### config.mk
export PLATFORM = sky130hd
export DESIGN_NAME = cptrap_seq
export DESIGN_NICKNAME = d
export VERILOG_FILES = /design/src/rtl/cptrap_pkg.sv /design/src/rtl/cptrap_decode.sv /design/src/rtl/cptrap_resp.sv /design/src/rtl/cptrap_len.sv /design/src/rtl/cptrap_seq.sv
export SDC_FILE = /design/constraint.sdc
export NUM_CORES = 1
export LEC_CHECK = 0
export BUFFER_PORTS_ARGS = -buffer_cell sky130_fd_sc_hd__buf_2
export CAP_MARGIN = 20
export CORE_MARGIN = 8
export CORE_UTILIZATION = 48
export DETAILED_ROUTE_END_ITERATION = 16
export PLACE_DENSITY = 0.83
export SYNTH_ARGS = -nofsm -noshare
export SYNTH_HDL_FRONTEND = slang
export SYNTH_HIERARCHICAL = 1
export SYNTH_SLANG_ARGS = --single-unit
### constraint.sdc
create_clock -name clk -period 2.6 [get_ports clk]
set_clock_uncertainty 0.2 [all_clocks]
set_input_delay 0.52 -clock clk [delete_from_list [all_inputs] [get_ports clk]]
set_output_delay 0.52 -clock clk [all_outputs]
set_load 0.01 [all_outputs]
### src/rtl/cptrap_pkg.sv
package cptrap_pkg;

    localparam int WORD_W = 16;

    localparam logic [3:0] FLINE_NIB  = 4'b1111;
    localparam logic [5:0] TRAP_SIG   = 6'b001111;

    localparam logic [1:0] ADDR_COND  = 2'd0;
    localparam logic [1:0] ADDR_RESP  = 2'd1;

    localparam logic [15:0] RSP_BUSY  = 16'h0001;
    localparam logic [15:0] RSP_FALSE = 16'h0002;
    localparam logic [15:0] RSP_TRUE  = 16'h0003;
    localparam logic [15:0] RSP_SVC   = 16'h0004;

    typedef enum logic [2:0] {
        ST_IDLE,
        ST_SEL,
        ST_WR,
        ST_RDQ,
        ST_RDW,
        ST_SVC,
        ST_FIN
    } state_e;

    typedef enum logic [1:0] {
        RC_BUSY,
        RC_FALSE,
        RC_TRUE,
        RC_SVC
    } resp_e;

    typedef struct packed {
        logic       is_trap;
        logic       op_ok;
        logic [2:0] cp_id;
        logic [1:0] op_words;
    } dec_t;

    typedef struct packed {
        logic trap;
        logic illegal;
    } outcome_t;

    // {legal, operand word count}
    function automatic logic [2:0] opmode_lookup(input logic [2:0] m);
        case (m)
            3'b010:  return 3'b1_01;
            3'b011:  return 3'b1_10;
            3'b100:  return 3'b1_00;
            default: return 3'b0_00;
        endcase
    endfunction

endpackage

### src/rtl/cptrap_decode.sv
module cptrap_decode
    import cptrap_pkg::*;
(
    input  logic [WORD_W-1:0] word,
    output dec_t              dec
);
    logic [2:0] lk;

    always_comb begin
        lk           = opmode_lookup(word[2:0]);
        dec.is_trap  = (word[15:12] == FLINE_NIB) && (word[8:3] == TRAP_SIG);
        dec.op_ok    = lk[2];
        dec.op_words = lk[1:0];
        dec.cp_id    = word[11:9];
    end
endmodule

### src/rtl/cptrap_resp.sv
module cptrap_resp
    import cptrap_pkg::*;
(
    input  logic [WORD_W-1:0] rdata,
    output resp_e             kind
);
    always_comb begin
        case (rdata)
            RSP_FALSE: kind = RC_FALSE;
            RSP_TRUE:  kind = RC_TRUE;
            RSP_SVC:   kind = RC_SVC;
            default:   kind = RC_BUSY;   // busy and unknown codes both poll again
        endcase
    end
endmodule

### src/rtl/cptrap_len.sv
module cptrap_len #(
    parameter int EXT_W = 3,
    parameter int PCI_W = 5
) (
    input  logic [EXT_W-1:0] ext_words,
    input  logic [1:0]       op_words,
    output logic [PCI_W-1:0] inc
);
    logic [PCI_W-1:0] extra;

    always_comb begin
        extra = PCI_W'(ext_words) + PCI_W'(op_words);
        inc   = PCI_W'(4) + (extra << 1);
    end
endmodule

### src/rtl/cptrap_seq.sv
module cptrap_seq
    import cptrap_pkg::*;
#(
    parameter int EXT_W = 3,
    parameter int PCI_W = $clog2(4 + 2 * ((1 << EXT_W) - 1 + 2) + 1)
) (
    input  logic                 clk,
    input  logic                 rst,
    input  logic                 iw_valid,
    input  logic [WORD_W-1:0]    iw_data,
    output logic                 iw_ready,
    output logic                 bus_req_valid,
    output logic                 bus_req_write,
    output logic [1:0]           bus_req_addr,
    output logic [WORD_W-1:0]    bus_req_wdata,
    input  logic                 bus_req_ready,
    input  logic                 bus_rsp_valid,
    input  logic [WORD_W-1:0]    bus_rsp_rdata,
    input  logic [EXT_W-1:0]     ext_words,
    output logic                 service_req,
    input  logic                 service_done,
    output logic [2:0]           cp_id,
    output logic                 done,
    output logic                 trap,
    output logic                 illegal,
    output logic [PCI_W-1:0]     pc_increment
);

    state_e            state_q;
    dec_t              dec;
    resp_e             kind;
    logic [PCI_W-1:0]  len_inc;
    logic [1:0]        opw_q;
    logic [2:0]        cpid_q;
    logic [WORD_W-1:0] sel_q;
    outcome_t          out_q;
    logic [PCI_W-1:0]  inc_q;

    cptrap_decode u_decode (
        .word (iw_data),
        .dec  (dec)
    );

    cptrap_resp u_resp (
        .rdata (bus_rsp_rdata),
        .kind  (kind)
    );

    cptrap_len #(
        .EXT_W (EXT_W),
        .PCI_W (PCI_W)
    ) u_len (
        .ext_words (ext_words),
        .op_words  (opw_q),
        .inc       (len_inc)
    );

    always_ff @(posedge clk) begin
        if (rst) begin
            state_q <= ST_IDLE;
            opw_q   <= '0;
            cpid_q  <= '0;
            sel_q   <= '0;
            out_q   <= '0;
            inc_q   <= '0;
        end else begin
            case (state_q)
                ST_IDLE: begin
                    if (iw_valid && dec.is_trap) begin
                        cpid_q <= dec.cp_id;
                        opw_q  <= dec.op_words;
                        if (dec.op_ok) begin
                            state_q <= ST_SEL;
                        end else begin
                            out_q   <= '{trap: 1'b0, illegal: 1'b1};
                            inc_q   <= '0;
                            state_q <= ST_FIN;
                        end
                    end
                end
                ST_SEL: begin
                    if (iw_valid) begin
                        sel_q   <= iw_data;
                        state_q <= ST_WR;
                    end
                end
                ST_WR: begin
                    if (bus_req_ready) state_q <= ST_RDQ;
                end
                ST_RDQ: begin
                    if (bus_req_ready) state_q <= ST_RDW;
                end
                ST_RDW: begin
                    if (bus_rsp_valid) begin
                        case (kind)
                            RC_TRUE, RC_FALSE: begin
                                out_q   <= '{trap: (kind == RC_TRUE), illegal: 1'b0};
                                inc_q   <= len_inc;
                                state_q <= ST_FIN;
                            end
                            RC_SVC:  state_q <= ST_SVC;
                            default: state_q <= ST_RDQ;
                        endcase
                    end
                end
                ST_SVC: begin
                    if (service_done) state_q <= ST_RDQ;
                end
                ST_FIN: begin
                    state_q <= ST_IDLE;
                    out_q   <= '0;
                    inc_q   <= '0;
                end
                default: state_q <= ST_IDLE;
            endcase
        end
    end

    always_comb begin
        iw_ready      = (state_q == ST_IDLE) || (state_q == ST_SEL);
        bus_req_valid = (state_q == ST_WR) || (state_q == ST_RDQ);
        bus_req_write = (state_q == ST_WR);
        bus_req_addr  = (state_q == ST_WR) ? ADDR_COND :
                        (state_q == ST_RDQ) ? ADDR_RESP : 2'd0;
        bus_req_wdata = (state_q == ST_WR) ? sel_q : '0;
        service_req   = (state_q == ST_SVC);
        cp_id         = cpid_q;
        done          = (state_q == ST_FIN);
        trap          = done && out_q.trap;
        illegal       = done && out_q.illegal;
        pc_increment  = done ? inc_q : '0;
    end

endmodule

==> metrics.cfg <==
[place]
hpwl_um=3755
place_ws_ns=-0.1660
io_buffers=72
routabilityCongestion=0.8310

[die]
coreArea_um2=3689
start_util_pct=50.14
io_pins=74
fp.dieH_um=78.07
die_area_um2=6095
fp.dieW_um=78.07
placementRows=22

[synthesis]
ys_seq_elements=31
async_flop_share_pct=0
synthDominantCellAreaShare_pct=33.56
netlist_area_um2=1849
synth_edf_count=0
netlist_top_cells_area=dfxtp_1 (34%), nand2_1 (7.9%), a21oi_1 (7.0%), and3_1 (5.8%), ha_1 (4.1%)
synth-warning-count=6
syn-instance-count=241
synth_top_flop_cell=dfxtp_1
yosysUniqueCellTypes=40
yosys.area.top_type=dfxtp_1
synth.net_count=289
syn_avg_cell_area_um2=7.673
seq_area_frac_synth_pct=33.56

[sta]
timing.final.ws_setup_ns=0.1886
tightestPinTransition_ns=0.5896
rsz0062_at_grt=false
tns_ns=0
fin_crit_sh_pct=92.75
setup_viol=0
fin_hold_ws_ns=0.2532
slew_viol_final=0
fmax_mhz=414.7
hold_viol=0
min_period_ns=2.411
worst_slew_margin_rel_pct=60.69

[cts]
clock-root-buffer=clkbuf_8
worstSkewPairLatency_ns=0.28
cts_tree=built
ctsResizeCount=0
clk_pin_slew_ns=0.07
cts.path.max_buffers=2
cts_made_buffers=5
h-tree-depth=2
cts_sinks=31
post_cts_buffers=0
holdBufCountCts=0

[routing]
via_per_inst=5.176
drt_iter0_markers=43
ant_nets=0
dr.pass1.iters=4
drcViolationCount=0
wl_per_cell_um=13.54
routed_wl_um=4832
via_count=1848

[critical_path]
critPathLaunchType=input pin
path_delay_family=simple AND/OR/NAND/NOR gates
cp-end-kind=flop
critPathMaxStageDelay_ns=0.30
critPathSlowestCell=ha_1
crit_required_ns=2.60
timing_worst_setup_path_type=in -> reg
cp_cell_sequence=buf_2, nor4_2, nand4_1, nor3_2, inv_1, ha_1, o21ai_1, a221oi_4, buf_4, nor2_1, nor3_1
crit_buf_inv=3
arrival_ns=2.42
cp_max_fo=13

[pwr]
p_leak_nw=1.123
vdd_drop_max_uv=470.1
p_per_area_nw_per_um2=722.5
finalPower_mw=1.694

[global_route]
grt_max_degree=33
overflow=0
grt_pass1_wl_um=7941
grt_pass1_vias=1848
grt_usage_pct=15.65
antenna_found_initial=0

[finish]
areaGrowthSynthToFinish_pct=26.79
num_antenna_cells=0
post-route-util_pct=63.57
drive_gt1_share_pct=31.72
num-nets-final=356

[job]
maxCapViolations=0

[hold_path]
hp-class=reg -> reg

[status]
status=complete, no violations

[placed cells by master (no fill, tap or decap), types with 4 or more instances in the layout]
cell type,n
a21oi_1,26
and2_1,9
and3_1,17
buf_2,72
buf_4,10
clkbuf_8,6
dfxtp_1,31
ha_1,6
inv_1,7
nand2_1,39
nand2b_1,11
nand3_1,12
nor2_1,12
nor4_2,4
o21ai_0,8
[cell families (layout without fill, tap and decap cells)]
| kind of cell | Yosys count | after routing | share of synthesized area, % |
|---|---|---|---|
| AO/OA/AOI/OAI | 50 | 50 | 16.85 |
| XOR/XNOR | 2 | 2 | 0.9474 |
| AND/OR/NAND/NOR | 118 | 118 | 33.90 |
| multiplexers | 2 | 2 | 1.150 |
| other | 2 | 2 | 0.4061 |
| adder cells (fa/ha/maj) | 7 | 7 | 5.142 |
| flip-flops | 31 | 31 | 33.56 |
| buffers and inverters | 29 | 97 | 8.052 |
[path summary, 6_finish.rpt]
path | start | end | slack, ns | depth (start not counted)
setup reg to reg | opw_q[0] | inc_q[4] | 0.60 | 8
hold reg to reg | sel_q[7] | sel_q[7] | 0.25 | 2
hold / removal | sel_q[7] | sel_q[7] | 0.25 | 2
setup / recovery | bus_rsp_rdata[3] | out_q[0] | 0.19 | 11
[state kept, by name, summed over array words and instances (netlist names)]
register,cells
sel_q,16
inc_q,5
cp_id,3
state_q,3
opw_q,2
out_q,2
[area by class of cell]
type                            count  area, µm²
Sequential cell                    31      620.6
Fill cell                         348       1344
Inverter                            7      26.28
Clock buffer                        6      82.58
Multi-Input combinational cell    181       1085
Tap cell                           48      60.06
Timing Repair Buffer               82      435.4
Clock inverter                      2      35.03
[per-stage QoR]
stage / std cells / area, µm²
floorplan: 241 / 1849
global placement: 349 / 2222
detailed placement: 349 / 2222
CTS: 357 / 2340
global route: 357 / 2345
finish: 357 / 2345
[power by group]
group,internal (mW),switching [mW],total (mW)
logic,0.250,0.358,0.608
registers,0.531,0.0684,0.599
clock network,0.310,0.177,0.487
[routing by layer]
layer | GRT usage (%) | wire length, µm
met1 | 16.89 | 2087
met2 | 27.01 | 2377
met3 | 6.834 | 316
met4 | 4.630 | 50
met5 | 0 | 0
[worst register-to-register path: stages (launching register included)]
cell,delay (ns)
dfxtp_1,0.31
ha_1,0.22
fa_1,0.40
xor2_1,0.16
ha_1,0.18
nand2b_1,0.14
o2bb2ai_1,0.15
nand3_1,0.08
o21ai_0,0.09
[synth_stat cells (2+ instances only)]
cell	n
nand2_1	39
dfxtp_1	31
a21oi_1	26
and3_1	17
nand3_1	12
nor2_1	12
clkbuf_1	11
nand2b_1	11
and2_1	9
buf_4	8
o21ai_0	8
inv_1	7
ha_1	6
nor3_1	4
nor4_2	4
nand4_1	3
nor2b_1	3
a211o_1	2
a211oi_1	2
and3b_1	2
buf_2	2
conb_1	2
o21ai_1	2
o2bb2ai_1	2
Note: power is estimated with default switching activity, not from simulation.
